[config.mk]
export PLATFORM = sky130hd
export DESIGN_NAME = discovery_responder
export DESIGN_NICKNAME = d
export VERILOG_FILES = /design/src/rtl/discovery_responder.sv
export SDC_FILE = /design/constraint.sdc
export NUM_CORES = 1
export LEC_CHECK = 0
export BUFFER_PORTS_ARGS = -buffer_cell sky130_fd_sc_hd__buf_4
export CAP_MARGIN = 20
export CORE_MARGIN = 2
export CORE_UTILIZATION = 44
export DETAILED_ROUTE_END_ITERATION = 7
export PLACE_DENSITY = 0.94
export REMOVE_ABC_BUFFERS = 1
export SYNTH_ARGS = -nofsm -noshare
export SYNTH_HDL_FRONTEND = slang
export SYNTH_SLANG_ARGS = --single-unit
[constraint.sdc]
create_clock -name clk -period 2 [get_ports clk]
set_input_delay 0.4 -clock clk [delete_from_list [all_inputs] [get_ports clk]]
set_output_delay 0.4 -clock clk [all_outputs]
set_load 0.02 [all_outputs]
[src/rtl/discovery_responder.sv]
module discovery_responder #(
  parameter int NUM_PROT = 3,
  parameter int ADDR_W = 8,
  parameter logic [15:0] DISC_VID = 16'h0001,
  parameter logic [7:0] DISC_TYPE = 8'h00
) (
  input  logic                     clk,
  input  logic                     rst_n,
  input  logic                     start_i,
  output logic                     req_rd_o,
  output logic [ADDR_W-1:0]        req_addr_o,
  input  logic [31:0]              req_rdata_i,
  input  logic [NUM_PROT*24-1:0]   proto_tbl_i,
  output logic                     rsp_we_o,
  output logic [1:0]               rsp_addr_o,
  output logic [31:0]              rsp_wdata_o,
  output logic                     done_o,
  output logic                     ok_o
);
  localparam int PCOUNT = NUM_PROT + 1;
  localparam logic [8:0] PCOUNT9 = 9'(PCOUNT);
  localparam int MIN_LEN = 3;

  typedef enum logic [2:0] {
    S_IDLE, S_RLEN, S_CLEN, S_IDX, S_W0, S_W1, S_W2, S_DONE
  } st_t;

  st_t st;
  logic [23:0] ent_q, ent_d;
  logic [7:0]  nxt_q, nxt_d;
  logic        ok_q;

  wire [17:0] len18 = req_rdata_i[17:0];
  wire        len_bad = (len18 != 18'd0) && (len18 < 18'(MIN_LEN));
  wire [7:0]  idx = req_rdata_i[7:0];
  wire        unused_hi = ^req_rdata_i[31:18];

  always_comb begin
    ent_d = 24'hFFFFFF;
    if (idx == 8'd0) begin
      ent_d = {DISC_TYPE, DISC_VID};
    end else begin
      for (int k = 0; k < NUM_PROT; k++)
        if (idx == 8'(k + 1)) ent_d = proto_tbl_i[k*24 +: 24];
    end
    nxt_d = (({1'b0, idx} + 9'd1) == PCOUNT9) ? 8'd0 : idx + 8'd1;
  end

  always_ff @(posedge clk) begin
    if (!rst_n) begin
      st    <= S_IDLE;
      ent_q <= '0;
      nxt_q <= '0;
      ok_q  <= 1'b0;
    end else begin
      case (st)
        S_IDLE: if (start_i) st <= S_RLEN;
        S_RLEN: st <= S_CLEN;
        S_CLEN: begin
          ok_q <= !len_bad;
          st   <= len_bad ? S_DONE : S_IDX;
        end
        S_IDX: begin
          ent_q <= ent_d;
          nxt_q <= nxt_d;
          st    <= S_W0;
        end
        S_W0:   st <= S_W1;
        S_W1:   st <= S_W2;
        S_W2:   st <= S_DONE;
        default: st <= S_IDLE;
      endcase
    end
  end

  assign req_rd_o   = (st == S_RLEN) || (st == S_CLEN);
  assign req_addr_o = (st == S_RLEN) ? ADDR_W'(1) : ADDR_W'(2);

  assign rsp_we_o   = (st == S_W0) || (st == S_W1) || (st == S_W2);
  assign rsp_addr_o = (st == S_W1) ? 2'd1 : (st == S_W2) ? 2'd2 : 2'd0;

  always_comb begin
    case (st)
      S_W0:    rsp_wdata_o = {8'h00, DISC_TYPE, DISC_VID};
      S_W1:    rsp_wdata_o = 32'(MIN_LEN);
      S_W2:    rsp_wdata_o = {nxt_q, ent_q};
      default: rsp_wdata_o = '0;
    endcase
  end

  assign done_o = (st == S_DONE);
  assign ok_o   = done_o && ok_q;
endmodule

* Yosys cells after proc, flatten, opt, wreduce, memory -nomap -nowiden
Cells that the tools add are included.
** Operators by class
- Add/subtract/negate cells :: 2
- Magnitude comparators :: 1
- Equal/unequal tests :: 12
- Multiplexer cells :: 12
- Reduce and logical (&&, ||, !) cells :: 9
** Operators by type and width (number)
- 24-bit 2-to-1 mux :: 4
- 32-bit one-hot mux with 3 select lines :: 1
- 3-bit one-hot mux with 7 select lines :: 1
- 18-bit by 2-bit < comparator with 1-bit output, second input constant :: 1
- 18-bit nonzero test :: 1
- 8-bit by 2-bit == test with 1-bit output, second input constant :: 2
- 3-bit == test, second input constant :: 4
- 8-bit by 1-bit adder with 9-bit output, second input constant :: 1
- 9-bit by 3-bit == test with 1-bit output, second input constant :: 1
- 8-bit by 1-bit adder with 8-bit output, second input constant :: 1
- 8-bit by 1-bit == test with 1-bit output, second input constant :: 1
- 8-bit zero test :: 1
- 8-bit 2-to-1 mux :: 1
- 3-bit by 2-bit == test with 1-bit output, second input constant :: 2
- 2-bit 2-to-1 mux :: 3
- 3-bit 2-to-1 mux :: 2
- 3-bit by 1-bit == test with 1-bit output, second input constant :: 1
- 3-bit zero test :: 1
- 1-bit logical OR :: 3
- 1-bit logical AND :: 2
- 2-bit != test, second input constant :: 1
- 1-bit zero test :: 1
** Storage, ports and cells
- Register bits :: 36
- Input port bits :: 107
- Output and inout port bits :: 46
- Word-level logic and storage cells :: 40

* Longest topological paths before layout
- Word-level depth :: 5
- Depth in mapped cells :: 8
- Gate-level depth less buffers :: 6

* Worst setup path before layout
OpenSTA, ideal clock, no wires.
- Path type :: register to output
- Start point :: register st[0]
- End point :: output port rsp_wdata_o[10]
- Arrival time :: 1.324 ns
- Data required time :: 1.600 ns
- Slack :: 0.276 ns
- Stages on the path, launching flop included :: 5
- Path buffers :: 2
- Cells stage by stage :: dfxtp_1 -> buf_4 -> and3b_1 -> clkbuf_1 -> and2_1
** Between the ends
- Cells in the longest elaborated chain, start to end :: 2
- Elaborated cells between the ends (all ways) :: 4
- Classes of those cells :: eq/ne: 3; mux: 1
** Ends and longest elaborated chain
- start, declared :: line 28 : st_t st;
- start signal, assigned :: line 61 : st <= len_bad ? S_DONE : S_IDX;
- 3-bit == test :: line 83 : case (st)
- 32-bit one-hot mux with 3 select lines * :: line 83
- end, declared :: line 16 : output logic [31:0] rsp_wdata_o,
Every way passes the cells marked *; elsewhere a longest branch is shown, timed or not.

* Worst setup path after layout
- Start point :: register st[1]
- End point :: output port rsp_wdata_o[24]
The elaborated chain is that of the path after synthesis.

==> results_dict.tcl <==
set metrics [dict create \
    die_area_mm2 0.00629 \
    vdd_drop_max_mv 0.431 \
    max_cap_violations 0 \
    skew_ns 0.00539 \
    maximum_number_of_pins_on_one_net_before_global_route_repair 45 \
    synth.largest_area_cell "dfxtp_1" \
    worst-endpoint-required_ns 1.60 \
    tritoncts "built" \
    ys_seq_elements 36 \
    post-place-cells 481 \
    ys_seq_area_share_pct 28.9 \
    clockPowerShare_pct 42.8 \
    post_synthesis_cells 297 \
    part_of_the_power_in_registers_pct 37.3 \
    instances_no_fill 489 \
    cts_sinks 36 \
    p_sw_share_pct 23.7 \
    status "finished clean" \
    route.antenna.remaining_nets 0 \
    gr-usage-all-layers_pct 22.6 \
    antenna_cells 0 \
    r2r_setup_slack_ns 0.35 \
    critical_path.top_delay_family "flip-flops" \
    synth_edf_count 0 \
    report.final.hold_viol_count 0 \
    clock_insertion_delay_at_the_later_pin_of_the_skew_report_ns 0.28 \
    netlist_top_cells_count "dfxtp_1, and2_1, nor2b_1, nor3_1, nor3b_1" \
    port-buffer-count 132 \
    combinationalPowerShare_pct 19.9 \
    power_per_cell_area_mw_per_mm2 571 \
    worst_hold_path_type "in2reg" \
    core_area_mm2 0.00551 \
    grt_pass1_vias 2449 \
    p_leak_nw 1.59 \
    worstSetupStartpointType "flip-flop" \
    worstPathMaxFanout 25 \
    clock_h_tree_levels 2 \
    maxSlewViolCount 0 \
    core.rowCount 27 \
    total_vias_in_the_final_route 2613 \
    postCtsHoldBufs 0 \
    finalCritPeriodShare_pct 93.2 \
    post_route_cells_drive_above_1_share_pct 41.7 \
    first_iter_violations 135 \
    gp_routability_congestion 0.799 \
    die_h_um 79.3 \
    criticalPathCategory "reg2out" \
    cp_cell_instances "and3b_1, buf_6, and2_1, buf_4" \
    tightestPinTransition_ns 1.02 \
    worst_setup_path_end_kind "primary output" \
    worst_slew_margin_rel_pct 31.7 \
    synthArstFlopShare_pct 0 \
    total_grt_overflow 0 \
    syn2layout_area_growth_pct 47.2 \
    floorplan.die.width_um 79.3 \
    cts_root_cell "clkbuf_8" \
    netlist_top_cells_area "dfxtp_1, o2bb2ai_1, a211oi_2" \
    postPlaceCellArea_mm2 0.00351 \
    grt_setup_unrepaired "false" \
    avgViaCountPerCell 5.34 \
    count_of_unresolved_drc_violations_after_routing 0 \
    clk_pin_slew_worst_paths_ns 0.08 \
    final.min_clock_period_ns 1.86 \
    switching_power_mw 0.497 \
    number_of_buffers_created_by_cts 5 \
    critPathArrivalTime_ns 1.46 \
    design.portCount 153 \
    final-setup-viol-count 0 \
    initial_antenna_violation_count 0 \
    yosys.area.top_type_share_pct 28.9 \
    final_nets 527 \
    crit_path_max_incr_delay_ns 0.41 \
    final_area_mm2 0.00368 \
    finalWirelength_um 7260 \
    primary_flip_flop_cell_chosen_by_synthesis_mapping "dfxtp_1" \
    floorplan.initialDensity_pct 45.4 \
    post-synth-top-count-cell "dfxtp_1" \
    grt_first_pass_wirelength_um 11400 \
    number_of_warnings_reported_in_the_yosys_synthesis_log 0 \
    synthesis.area_mm2 0.00250 \
    hpwlAfterDp_um 5190 \
    fillCellCount 485 \
    cpMaxStageDelayCell "dfxtp_2" \
    synth.lib_cells_used.distinct 38 \
    internal_power_mw 1.60 \
    max_freq_ghz 0.537 \
    drt_pass1_iterations 4 \
    cts.path.max_buffers 2 \
    syn_avg_cell_area_um2 8.41 \
    postCtsSetupBuffers 0 \
    critical_path.n_buffers_inverters 2 \
    avgRoutedWirePerCell_um 14.9 \
]
## path summary, 6_finish.rpt
kind,from,endpoint,depth (start not counted)
max reg2reg,st[1],ent_q[16],4
min,proto_tbl_i[54],ent_q[6],3
min reg2reg,nxt_q[1],nxt_q[1],2
max,st[1],rsp_wdata_o[24],4
## state kept, by name (all words and copies together) (netlist names)
register,flops
st,3
ent_q,24
nxt_q,8
ok_q,1
## logic make-up (layout without fill, tap and decap cells)
family                     Yosys count  after routing  synth area share, %
and+or+nand+nor                    141            141                 35.0
other                                1              6                0.150
xor gates and xnor gates             6              6                 2.10
AOI/OAI and AO/OA                   70             70                 23.8
buffers and inverters               39            154                 8.12
adders and majority gates            4              4                 2.00
DFF                                 36             36                 28.9
## cell type report
cell class / instances / area (um2) / share of cell area [%]
Sequential cell: 36 / 724 / 19.7
Multi-Input combinational cell: 227 / 1600 / 43.5
Tap cell: 72 / 90.1 / 2.45
Clock inverter: 3 / 90.1 / 2.45
Inverter: 5 / 18.8 / 0.510
Timing Repair Buffer: 141 / 1090 / 29.6
Clock buffer: 5 / 68.8 / 1.87
## stage by stage
step / power (mW) / setup TNS (ns) / hold WS [ns] / util, % / setup slack, ns
global route: 2.20 / 0 / 0.389 / 66.8 / 0.0616
CTS: 2.11 / 0 / 0.392 / 66.7 / 0.00664
global placement: 1.20 / 0 / 0.435 / 63.8 / 0.244
floorplan: 0.980 / -4.66 / 0.424 / - / -0.286
finish: 2.10 / 0 / 0.393 / 66.8 / 0.136
detailed placement: 1.22 / 0 / 0.439 / 63.8 / 0.167
## per-layer routing
layer,up-vias,routed length [um],global-route usage [%]
met3,8,408,4.77
li1,1288,-,-
met2,99,3790,41.5
met1,1218,3000,27.0
met4,0,61,4.48
met5,-,0,0
## worst min-delay path, stage by stage
cell       delay (ns)
buf_4            0.08
a211oi_1         0.06
o2bb2ai_1        0.11
## power by group through the flow
stage                     combinational (mW)  sequential, mW  clock [mW]
after floorplan                        0.191           0.789           0
after global placement                 0.405           0.795           0
final                                  0.418           0.783       0.899
after detailed placement               0.419           0.797           0
after CTS                              0.420           0.782       0.909
after global routing                   0.455           0.789       0.952
## cells in the final DEF (no fill, tap or decap), types with 2 or more instances in the layout
master	n
clkbuf_8	5
nand3_1	4
buf_4	138
nor3b_1	26
dfxtp_1	33
nor4_1	2
conb_1	6
and2_1	32
buf_12	2
bufinv_16	3
and3b_1	2
nor3_1	26
xnor2_1	3
a31oi_1	2
inv_1	5
and3_1	2
a211oi_2	16
dfxtp_2	3
a211oi_1	7
nor2b_1	25
nand2_1	7
xor2_1	3
o2bb2ai_1	23
ha_1	3
o2111ai_1	2
nor2_1	8
o21ai_1	2
o21ai_0	10
a21oi_1	5
## repair_timing
action,4_1_cts,5_1_grt
gates resized for setup,1,3
endpoints found under the setup margin,2,24
endpoints found under the hold margin,0,0
pin swaps,0,0
Note: power is estimated with default switching activity, not from simulation.
